## src/rtl/sfu_pkg.sv

```systemverilog
package sfu_pkg;

    localparam int FLAG_BITS = 6;

    typedef enum logic [2:0] {
        OP_ADD  = 3'd0,
        OP_SUB  = 3'd1,
        OP_CMP  = 3'd2,
        OP_AND  = 3'd3,
        OP_OR   = 3'd4,
        OP_XOR  = 3'd5,
        OP_TEST = 3'd6,
        OP_NONE = 3'd7
    } sfu_op_e;

    typedef struct packed {
        logic ovf;
        logic sign;
        logic zero;
        logic nibble;
        logic parity;
        logic carry;
    } sfu_flags_t;

endpackage

```

## src/rtl/sfu_addsub.sv

```systemverilog
module sfu_addsub #(
    parameter int WIDTH = 8
) (
    input  logic [WIDTH-1:0] a,
    input  logic [WIDTH-1:0] b,
    input  logic             sub,
    output logic [WIDTH-1:0] sum,
    output logic             carry_flag,
    output logic             ovf_flag,
    output logic             nibble_flag
);
    localparam int MSB = WIDTH - 1;

    logic [WIDTH-1:0] b_eff;
    logic [WIDTH:0]   full;
    logic [4:0]       low;

    always_comb begin
        b_eff = sub ? ~b : b;
        full  = {1'b0, a} + {1'b0, b_eff} + {{WIDTH{1'b0}}, sub};
        low   = {1'b0, a[3:0]} + {1'b0, b_eff[3:0]} + {4'b0000, sub};
        sum   = full[MSB:0];
        // a subtract is a + ~b + 1: no carry out means a borrow
        carry_flag  = sub ? ~full[WIDTH] : full[WIDTH];
        nibble_flag = sub ? ~low[4] : low[4];
        ovf_flag    = (a[MSB] == b_eff[MSB]) && (full[MSB] != a[MSB]);
    end

endmodule

```

## src/rtl/sfu_logic.sv

```systemverilog
module sfu_logic #(
    parameter int WIDTH = 8
) (
    input  sfu_pkg::sfu_op_e op,
    input  logic [WIDTH-1:0] a,
    input  logic [WIDTH-1:0] b,
    output logic [WIDTH-1:0] res
);
    import sfu_pkg::*;

    always_comb begin
        unique case (op)
            OP_AND, OP_TEST: res = a & b;
            OP_OR:           res = a | b;
            OP_XOR:          res = a ^ b;
            default:         res = '0;
        endcase
    end

endmodule

```

## src/rtl/sfu_flag_reg.sv

```systemverilog
module sfu_flag_reg (
    input  logic                clk,
    input  logic                rst,
    input  logic                load,
    input  sfu_pkg::sfu_flags_t d,
    output sfu_pkg::sfu_flags_t q
);
    always_ff @(posedge clk) begin
        if (rst)
            q <= '0;
        else if (load)
            q <= d;
    end

endmodule

```

## src/rtl/status_flag_unit.sv

```systemverilog
module status_flag_unit #(
    parameter int WIDTH = 8
) (
    input  logic             clk,
    input  logic             rst,
    input  logic [2:0]       op_sel,
    input  logic [WIDTH-1:0] opa,
    input  logic [WIDTH-1:0] opb,
    input  logic             flag_we,
    output logic [WIDTH-1:0] result,
    output logic             result_we,
    output logic [5:0]       flags_q
);
    import sfu_pkg::*;

    localparam int MSB = WIDTH - 1;

    sfu_op_e          op;
    logic             is_sub;
    logic             is_arith;
    logic [WIDTH-1:0] arith_res;
    logic [WIDTH-1:0] logic_res;
    logic             a_carry;
    logic             a_ovf;
    logic             a_nib;
    sfu_flags_t       flags_d;
    sfu_flags_t       flags_r;
    logic             load;

    assign op     = sfu_op_e'(op_sel);
    assign is_sub = (op == OP_SUB) || (op == OP_CMP);

    sfu_addsub #(.WIDTH(WIDTH)) u_addsub (
        .a           (opa),
        .b           (opb),
        .sub         (is_sub),
        .sum         (arith_res),
        .carry_flag  (a_carry),
        .ovf_flag    (a_ovf),
        .nibble_flag (a_nib)
    );

    sfu_logic #(.WIDTH(WIDTH)) u_logic (
        .op  (op),
        .a   (opa),
        .b   (opb),
        .res (logic_res)
    );

    always_comb begin
        unique case (op)
            OP_ADD, OP_SUB, OP_CMP: begin
                result    = arith_res;
                is_arith  = 1'b1;
            end
            OP_AND, OP_OR, OP_XOR, OP_TEST: begin
                result    = logic_res;
                is_arith  = 1'b0;
            end
            default: begin
                result    = '0;
                is_arith  = 1'b0;
            end
        endcase
    end

    always_comb begin
        unique case (op)
            OP_ADD, OP_SUB, OP_AND, OP_OR, OP_XOR: result_we = 1'b1;
            default:                               result_we = 1'b0;
        endcase
    end

    always_comb begin
        flags_d.carry  = is_arith & a_carry;
        flags_d.ovf    = is_arith & a_ovf;
        flags_d.nibble = is_arith & a_nib;
        flags_d.zero   = (result == '0);
        flags_d.sign   = result[MSB];
        flags_d.parity = ~^result[7:0];
    end

    assign load = flag_we && (op != OP_NONE);

    sfu_flag_reg u_flags (
        .clk  (clk),
        .rst  (rst),
        .load (load),
        .d    (flags_d),
        .q    (flags_r)
    );

    assign flags_q = flags_r;

endmodule

```

## config.mk

```make
export PLATFORM = sky130hd
export DESIGN_NAME = status_flag_unit
export DESIGN_NICKNAME = d
export VERILOG_FILES = /design/src/rtl/sfu_pkg.sv /design/src/rtl/sfu_addsub.sv /design/src/rtl/sfu_logic.sv /design/src/rtl/sfu_flag_reg.sv /design/src/rtl/status_flag_unit.sv
export SDC_FILE = /design/constraint.sdc
export NUM_CORES = 1
export LEC_CHECK = 0
export CAP_MARGIN = 5
export CORE_ASPECT_RATIO = 0.6
export CORE_MARGIN = 3
export CORE_UTILIZATION = 40
export DETAILED_ROUTE_END_ITERATION = 12
export PLACE_DENSITY = 0.67
export SLEW_MARGIN = 0
export SYNTH_ARGS = -nofsm -noshare
export SYNTH_HDL_FRONTEND = slang
export SYNTH_SLANG_ARGS = --single-unit
```

## constraint.sdc

```tcl
create_clock -name clk -period 5.1 [get_ports clk]
set_clock_uncertainty 0.15 [all_clocks]
set_input_delay 0.765 -clock clk [delete_from_list [all_inputs] [get_ports clk]]
set_output_delay 0.765 -clock clk [all_outputs]
set_load 0.005 [all_outputs]
```

# [Yosys cells after proc, flatten, opt, wreduce, memory -nomap -nowiden]
# Index checks and enable logic that the tools add are counted.
[totals] out_inout_bits=15 register_bits=6
[op_classes] reduce_logical=10 n_bitwise=9 mux=7 addsub=4 eq_ne=9
[ops] cell="case mux 8 bit (3 select lines)" count=1
[ops] cell="case mux 8 bit (2 select lines)" count=1
[ops] cell="adder 8 x 8 -> 9 bit" count=1
[ops] cell="adder 9 x 1 -> 9 bit" count=1
[ops] cell="== test 3 bit, second input constant" count=3
[ops] cell="bitwise AND 8 bit" count=1
[ops] cell="zero test 8 bit" count=1
[ops] cell="two-way mux 8 bit" count=1
[ops] cell="NOT 8 bit" count=1
[ops] cell="bitwise OR 8 bit" count=1
[ops] cell="XNOR reduction 8 bit" count=1
[ops] cell="XOR 8 bit" count=1
[ops] cell="== test 3 x 2 -> 1 bit, second input constant" count=2
[ops] cell="adder 4 x 4 -> 5 bit" count=1
[ops] cell="adder 5 x 1 -> 5 bit" count=1
[ops] cell="OR reduction 5 bit" count=1
[ops] cell="two-way mux 1 bit" count=4
[ops] cell="OR reduction 4 bit" count=1
[ops] cell="bitwise AND 1 bit" count=3
[ops] cell="== test 3 x 1 -> 1 bit, second input constant" count=1
[ops] cell="zero test 3 bit" count=1
[ops] cell="inequality test 3 bit, second input constant" count=1
[ops] cell="OR reduction 3 bit" count=1
[ops] cell="logical AND 1 bit" count=2
[ops] cell="other kinds (5)" count=6

# [Logic depth before layout (Yosys ltp)]
# Gate-level depths: netlist of run 1.
[depth] word_depth=8 depth_mapped=17 mapped_depth_nobuf=16

# [Hierarchy]
# A second synthesis of run 1 with hierarchy kept.
[unflattened] hier_cells=197 area_unflattened_um2=1562.7
[by_module_without_submodules] module="sfu_logic" area_each_um2=476.7 cells_per_inst=66 instances=1 seq_area_each_um2=0.0
[by_module_without_submodules] module="status_flag_unit" area_each_um2=439.2 cells_per_inst=56 instances=1 seq_area_each_um2=0.0
[by_module_without_submodules] module="sfu_addsub" area_each_um2=432.9 cells_per_inst=56 instances=1 seq_area_each_um2=0.0
[by_module_without_submodules] module="sfu_flag_reg" area_each_um2=214.0 cells_per_inst=19 instances=1 seq_area_each_um2=120.1

# [Worst setup path after synthesis of run 1]
# Ideal clock, no wire load.
[synth_timing] path_kind="input-to-reg" start="input port op_sel[2]" end="register u_flags.q[1] (netlist name)" t_required_ps=4836 t_arrival_ps=3700 stages=17 setup_time_ps=114 slack_ps=1136 n_path_buf=2 path_cell_list="buf_2 buf_1 nor2_2 xnor2_1 inv_1 fa_1 nand3b_1 a21oi_1 nor2_1 xnor2_1 a221oi_1 ha_1 xnor2_1 xnor2_1 nor2_1 a21oi_1 nor2_1"
[synth_via] elab_chain_cells=7
[synth_lines] item="start: declaration" line_no="status_flag_unit.sv:6" rtl="input logic [2:0] op_sel,"
[synth_lines] item="== test 3 x 1 -> 1 bit / == test 3 x 2 -> 1 bit (equally long branches)" line_no="status_flag_unit.sv:31, status_flag_unit.sv:51"
[synth_lines] item="logical OR 1 bit" line_no="status_flag_unit.sv:31" rtl="assign is_sub = (op == OP_SUB) || (op == OP_CMP);"
[synth_lines] item="two-way mux 8 bit" line_no="sfu_addsub.sv:19" rtl="b_eff = sub ? ~b : b;"
[synth_lines] item="adder 8 x 8 -> 9 bit" line_no="sfu_addsub.sv:20" rtl="full = {1'b0, a} + {1'b0, b_eff} + {{WIDTH{1'b0}}, sub};"
[synth_lines] item="adder 9 x 1 -> 9 bit" line_no="sfu_addsub.sv:20"
[synth_lines] item="case mux 8 bit (2 select lines)" line_no="status_flag_unit.sv:51" rtl="unique case (op)"
[synth_lines] item="XNOR reduction 8 bit" line_no="status_flag_unit.sv:80" rtl="flags_d.parity = ~^result[7:0];"
[synth_lines] item="end signal: assignment" line_no="sfu_flag_reg.sv:10" rtl="q <= '0;"
[synth_lines] item="end signal: assignment" line_no="sfu_flag_reg.sv:12" rtl="q <= d;"
[synth_lines] item="end: declaration" line_no="sfu_flag_reg.sv:6" rtl="output sfu_pkg::sfu_flags_t q"
# Parallel ways exist; a longest one is shown, timed or not.
# A chain may end at the register's enable or synchronous reset.

# [Worst setup path in the final report of run 1]
[layout_timing] start="input port op_sel[0]" end="output port result[7]"
[layout_via] elab_chain_cells=6
[layout_lines] item="== test 3 x 1 -> 1 bit / == test 3 x 2 -> 1 bit (equally long branches)" line_no="status_flag_unit.sv:31, status_flag_unit.sv:51"
[layout_lines] item="logical OR 1 bit" line_no="status_flag_unit.sv:31"
[layout_lines] item="two-way mux 8 bit" line_no="sfu_addsub.sv:19"
[layout_lines] item="adder 8 x 8 -> 9 bit" line_no="sfu_addsub.sv:20"
[layout_lines] item="adder 9 x 1 -> 9 bit" line_no="sfu_addsub.sv:20"
[layout_lines] item="case mux 8 bit (2 select lines) (*)" line_no="status_flag_unit.sv:51"
[layout_lines] item="end: declaration" line_no="status_flag_unit.sv:10" rtl="output logic [WIDTH-1:0] result,"
# Mark *: on every way between the ends. The rest lies on a longest branch, timed or not.

==> out/qor.txt, run 1 <==
status: completed
layout cells sized above 1: 6.20%
adder-cell area share of the yosys netlist: 26.3%
# nets final: 298
DRT Pass-1 Iters: 4
fin crit share: 94.0%
die height: 54.2 um
Initial Util: 44.5%
total global-route track usage: 18.3%
mux contribution to synthesized area: 0.726%
first-pass GRT wire length: 6810 um
Worst Setup SP: op_sel[0]
Largest register FFs: 6
register bit total from synthesis: 6
number of global-route vias before repair: 1409
TritonCTS clock tree: yes
hold_ws: 0.321 ns
unrepaired setup endpoints after global routing: false
CTS max path bufs: 2
Final TNS setup: 0 ns
Clk pin slew, worst setup/hold paths: 0.04 ns
CP Class: in2out
Post CTS Setup Buffer Count: 0
Slew Viols, Final: 0
TritonCTS Buffers: 3
initial antenna violation count: 0
Inserted Diodes: 0
crit path max fanout: 5
Worst setup endpoint: result[7]
crit end category: output pin
Top-Level Pins: 37
drt initial violations: 40
Worst EP required: 4.18 ns
max-cap violations: 0
top-count cell post-synth: ha_1
complex-gate fraction of the synthesized area: 25.6%
DRC violations left: 0
Synth-to-Final Area Change: 28.5%
Post-synth EDFFs: 0
RR Startpoint: u_flags.q[5]
commonest cells in the netlist: ha_1 (31), inv_1 (24), nor2_1 (23)
Pwr Total: 0.398 mW
Worst setup SP type: input port
H-tree depth: 1
sequential area share after synthesis: 7.75%
Post-Synth Simple-Gate Area: 19.8%
flop-to-flop setup slack: 4.28 ns
Core Util, Final: 57.2%
routed len/inst: 14.7 um
largest family of logic cells by synthesized area: adder cells
gr ovfl total: 0
Routed WL: 4220 um
syn avg cell area: 7.42 um^2
Worst VDD drop: 0.129 mV
setup violators final: 0
min cycle time layout: 4.80 ns
Slew HR: 55.1%
Netlist cell types: 43
Synth area leaders: ha_1 (25%), dfxtp_1 (7.7%), xnor2_1 (6.2%)
antenna viol nets, final: 0
asr flop ratio synth: 0%
FF-to-FF path depth: 1
top flop regs: u_flags.q: 6 flops
clock root cell: clkbuf_8
Hold/Removal Path Class: reg2reg
Crit Reg-Reg Endpoint: u_flags.q[5]
Die W: 86.4 um
setup ws final: 0.304 ns
Port Buffer Count: 36
P_leak: 0.922 nW
top cell type's share of synthesized area: 25.0%
DIE AREA: 4680 um^2
later-pin clock latency in the skew report: 0.22 ns
DP HPWL: 3390 um
Synth Warn #: 0
PwrDens: 200 nW/um^2
Synth area leader: ha_1
Site Rows: 16
fmax: 209 MHz
actual slew at the worst max-slew pin: 0.673 ns
Mapped Area: 1550 um^2
Post-Synth XOR/XNOR Area: 10.3%
Place WS: 0.219 ns
TritonCTS Sinks: 6
Worst Path Arrival: 3.88 ns
synthesized instance count: 209
hold violation count in the final report: 0
vias per cell: 5.43
Syn Nets: 263
largest net degree at the start of global routing: 29
largest register by flop count: u_flags.q
via count: 1559
Core Box Area: 3480 um^2
Placer Congestion: 0.913
Top FF cell, synth: dfxtp_1
[worst min-delay path by stage]
stage | startpoint | end | slack [ns] | depth (start not counted)
after floorplan | u_flags.q[0] | u_flags.q[0] | 0.31 | 2
after global placement | u_flags.q[0] | u_flags.q[0] | 0.31 | 2
after detailed placement | u_flags.q[5] | u_flags.q[5] | 0.31 | 1
after CTS | u_flags.q[0] | u_flags.q[0] | 0.32 | 2
after global routing | u_flags.q[0] | u_flags.q[0] | 0.33 | 2
final | u_flags.q[0] | u_flags.q[0] | 0.32 | 2
[what timing repair did]
action	in CTS	in global routing
hold buffers	0	0
resized for setup	0	1
setup endpoints to repair	0	1
[metal layers]
layer	wire length, um	track usage [%]
met1	2120	26.3
met4	0	0.518
met2	1790	30.5
met3	307	3.16
met5	0	0
[where the power goes]
group	switching [mW]	leakage, nW	internal, mW
combinational	0.136	0.851	0.136
sequential	0.00289	0.0490	0.0531
clock	0.0196	0.0216	0.0506
total	0.158	0.922	0.240
[worst max-delay path: stages]
cell             delay [ns]
clkdlybuf4s50_1        0.51
xnor2_4                0.22
nor2_2                 0.18
buf_4                  0.19
xnor2_1                0.15
ha_1                   0.29
a21oi_1                0.28
nor2_1                 0.09
a211oi_2               0.32
nand4_1                0.20
nand3b_1               0.17
clkdlybuf4s50_1        0.51
[final cells by class]
class | count | area (um^2)
inverter | 24 | 90.1
clock buffer | 3 | 41.3
fill | 362 | 1490
multi-input combinational | 168 | 1290
sequential | 6 | 120
tap | 45 | 56.3
timing repair buffer | 41 | 398
[cell usage in the layout (no fill, tap or decap), types with 2 or more instances in the layout]
cell type        synthesis  final
nand3_1                  3      3
o21ai_0                  8      8
a221oi_1                 2      2
buf_4                    2      5
nand2_1                 16     16
a22o_1                   4      4
nor2_1                  23     23
a211o_1                  5      5
a21o_1                   2      2
and3_1                   3      3
inv_1                   24     24
a211oi_1                 4      3
a31oi_1                  2      2
xnor2_1                 11     11
o21bai_1                 2      2
ha_1                    31     31
dfxtp_1                  6      6
nor2b_1                  3      3
a21oi_1                 14     14
nor3_1                   3      3
nand4_1                  4      4
a221o_1                  2      2
clkbuf_8                 0      3
a22oi_1                  4      4
clkdlybuf4s50_1          0     36
nand3b_1                 4      4
xor2_1                   4      4
[through the flow]
step / std cells / cell area [um^2]
finish: 287 / 1990
global route: 287 / 1990
CTS: 287 / 1990
detailed placement: 284 / 1950
global placement: 284 / 1950
floorplan: 209 / 1550
[cell families (layout without fill, tap and decap cells)]
group | count (synthesis) | in the layout
DFF | 6 | 6
and+or+nand+nor | 63 | 63
adders and majority gates | 32 | 32
muxes | 1 | 1
buffers and inverters | 35 | 68
xor gates and xnor gates | 16 | 16
AOI/OAI and AO/OA | 56 | 56
(Power assumes the default switching activity.)
==> run 2: changes to the inputs <==
- CORE_MARGIN: 3 -> 2
- SLEW_MARGIN: 0 -> 30
==> out/qor.txt, run 2 (synthesis results as in run 1) <==
Post-CTS Hold Buffers: 0 (unchanged)
min-delay src: u_flags.q[5]
largest net degree at the start of global routing: 29 (unchanged)
Post CTS Setup Buffer Count: 0 (unchanged)
TritonCTS Buffers: 3 (unchanged)
largest register by flop count: u_flags.q
DIE AREA: 4410 um^2 (-5.9%)
Inst Count DP: 286 (+0.70%)
FF-to-FF path depth: 1 (unchanged)
routed len/inst: 14.4 um (-1.8%)
initial antenna violation count: 0 (unchanged)
Worst Path Arrival: 3.81 ns (-0.07 ns)
most frequent cells in the layout: clkdlybuf4s50_1 (36), ha_1 (31), inv_1 (24)
setup violators final: 0 (unchanged)
clock root cell: clkbuf_8
Finished Layout Cells: 289 (+0.70%)
crit path max fanout: 6 (+1)
most common cell after layout, fill and taps aside: clkdlybuf4s50_1
DP HPWL: 3400 um (about the same)
Worst EP required: 4.18 ns (about the same)
die height: 52.2 um (-3.7%)
H-tree depth: 1 (unchanged)
TritonCTS Sinks: 6 (unchanged)
DRT Pass-1 Iters: 5 (+1)
Place WS: 0.303 ns (+0.0842 ns)
Synth-to-Final Area Change: 28.7%
Die W: 84.4 um (-2.3%)
Worst VDD drop: 0.205 mV (+59%)
antenna viol nets, final: 0 (unchanged)
DRC violations left: 0 (unchanged)
Hold/Removal Path Class: reg2reg
met3 WL: 363 um (+18%)
Slew Viols, Final: 0 (unchanged)
Port Buffer Count: 36 (unchanged)
Worst Hold Endpoint: u_flags.q[5]
vias per cell: 5.43 (-0.12%)
total global-route track usage: 19.8% (+1.5 points)
crit end category: output pin
Worst setup SP type: input port
hold_ws: 0.307 ns (-0.0141 ns)
CTS max path bufs: 2 (unchanged)
flop-to-flop setup slack: 4.30 ns (+0.02 ns)
Core Box Area: 3700 um^2 (+6.3%)
routed wl met2: 1600 um (-11%)
FILL cells: 371 (+2.5%)
Crit Reg-Reg Endpoint: u_flags.q[5]
setup ws final: 0.379 ns (+0.0746 ns)
Clk pin slew, worst setup/hold paths: 0.04 ns (about the same)
Max Used Layer: met3
top flop regs: u_flags.q: 6 flops
Largest register FFs: 6 (unchanged)
number of global-route vias before repair: 1451 (+3.0%)
layout cells sized above 1: 6.20% (unchanged)
Final TNS setup: 0 ns (unchanged)
WL met1: 2210 um (+4.4%)
Site Rows: 17 (+1)
# nets final: 298 (unchanged)
via count: 1568 (+0.58%)
gr ovfl total: 0 (unchanged)
later-pin clock latency in the skew report: 0.22 ns (about the same)
TritonCTS clock tree: yes
status: completed
drt initial violations: 84 (+110%)
fin crit share: 92.6% (-1.5 points)
fmax: 212 MHz (+1.6%)
Slew HR: 54.6% (-0.57 points)
Placer Congestion: 0.897 (-1.8%)
PwrDens: 200 nW/um^2 (+0.17%)
max-cap violations: 0 (unchanged)
Pwr Total: 0.400 mW (+0.29%)
unrepaired setup endpoints after global routing: false
min cycle time layout: 4.72 ns (-0.0746 ns)
Initial Util: 41.9% (-2.6 points)
Top-Level Pins: 37 (unchanged)
Routed WL: 4170 um (-1.1%)
actual slew at the worst max-slew pin: 0.680 ns (+0.00721 ns)
hold path depth: 1 (-1)
hold violation count in the final report: 0 (unchanged)
CP Class: in2out
first-pass GRT wire length: 6940 um (+1.9%)
Inserted Diodes: 0 (unchanged)
P_leak: 0.921 nW (about the same)
RR Startpoint: u_flags.q[5]
-- run 2: cell counts in the layout (fill, tap and decap cells not counted) --
No cell type changed its count.
-- run 2: area by class of cell --
| cell class | instances | area [um^2] | area share (%) |
|---|---|---|---|
| multi-input combinational | 168 | 1290 | 64.5 |
| timing repair buffer | 41 | 398 | 19.9 |
| sequential | 6 | 120 | 6.02 |
| inverter | 24 | 90.1 | 4.52 |
| tap | 47 | 58.8 | 2.95 |
| clock buffer | 3 | 41.3 | 2.07 |
-- run 2: through the flow --
stage	cell area [um^2]	util (%)
after floorplan	1550	-
after detailed placement	1950	52.6
final	1990	53.9
after CTS	1990	53.8
after global placement	1950	52.6
after global routing	1990	53.9
-- run 2: repair_timing --
| action | CTS | global route |
|---|---|---|
| hold endpoints to repair | 0 | 0 |
| resized for setup | 0 | 1 |
| setup endpoints to repair | 0 | 1 |
-- run 2: metal layers --
| layer | vias up | track usage (%) |
|---|---|---|
| met5 | - | 0 |
| met4 | 0 | 0 |
| met3 | 0 | 4.57 |
| met2 | 61 | 28.2 |
| met1 | 708 | 31.6 |
| li1 | 799 | - |
-- run 2: worst max path at each step --
stage	start	endpoint	slack [ns]
global placement	op_sel[0]	result[7]	0.41
detailed placement	op_sel[0]	result[7]	0.30
global route	op_sel[0]	result[7]	0.16
finish	op_sel[0]	result[4]	0.38
CTS	op_sel[0]	result[7]	0.30
floorplan	op_sel[2]	u_flags.q[1]	1.14
-- run 2: critical path, stage by stage --
cell,delay [ns]
clkdlybuf4s50_1,0.51
xnor2_4,0.28
nor2_2,0.07
buf_4,0.17
xnor2_1,0.20
ha_1,0.29
a21oi_1,0.19
nand2_1,0.13
xor2_1,0.16
a222oi_1,0.48
inv_1,0.10
clkdlybuf4s50_1,0.46
-- run 2: power by group --
| group | internal [mW] | switching [mW] |
|---|---|---|
| Combinational | 0.136 | 0.136 |
| Sequential | 0.0531 | 0.00272 |
| Clock | 0.0507 | 0.0208 |
| Total | 0.240 | 0.159 |
==> run 3: changes to the inputs <==
- ABC_CLOCK_PERIOD_IN_PS: default -> 5100
- SKIP_LAST_GASP: default -> 1
==> results of run 3 <==
No change in the layout: final DEF, timing and power equal those of run 2.
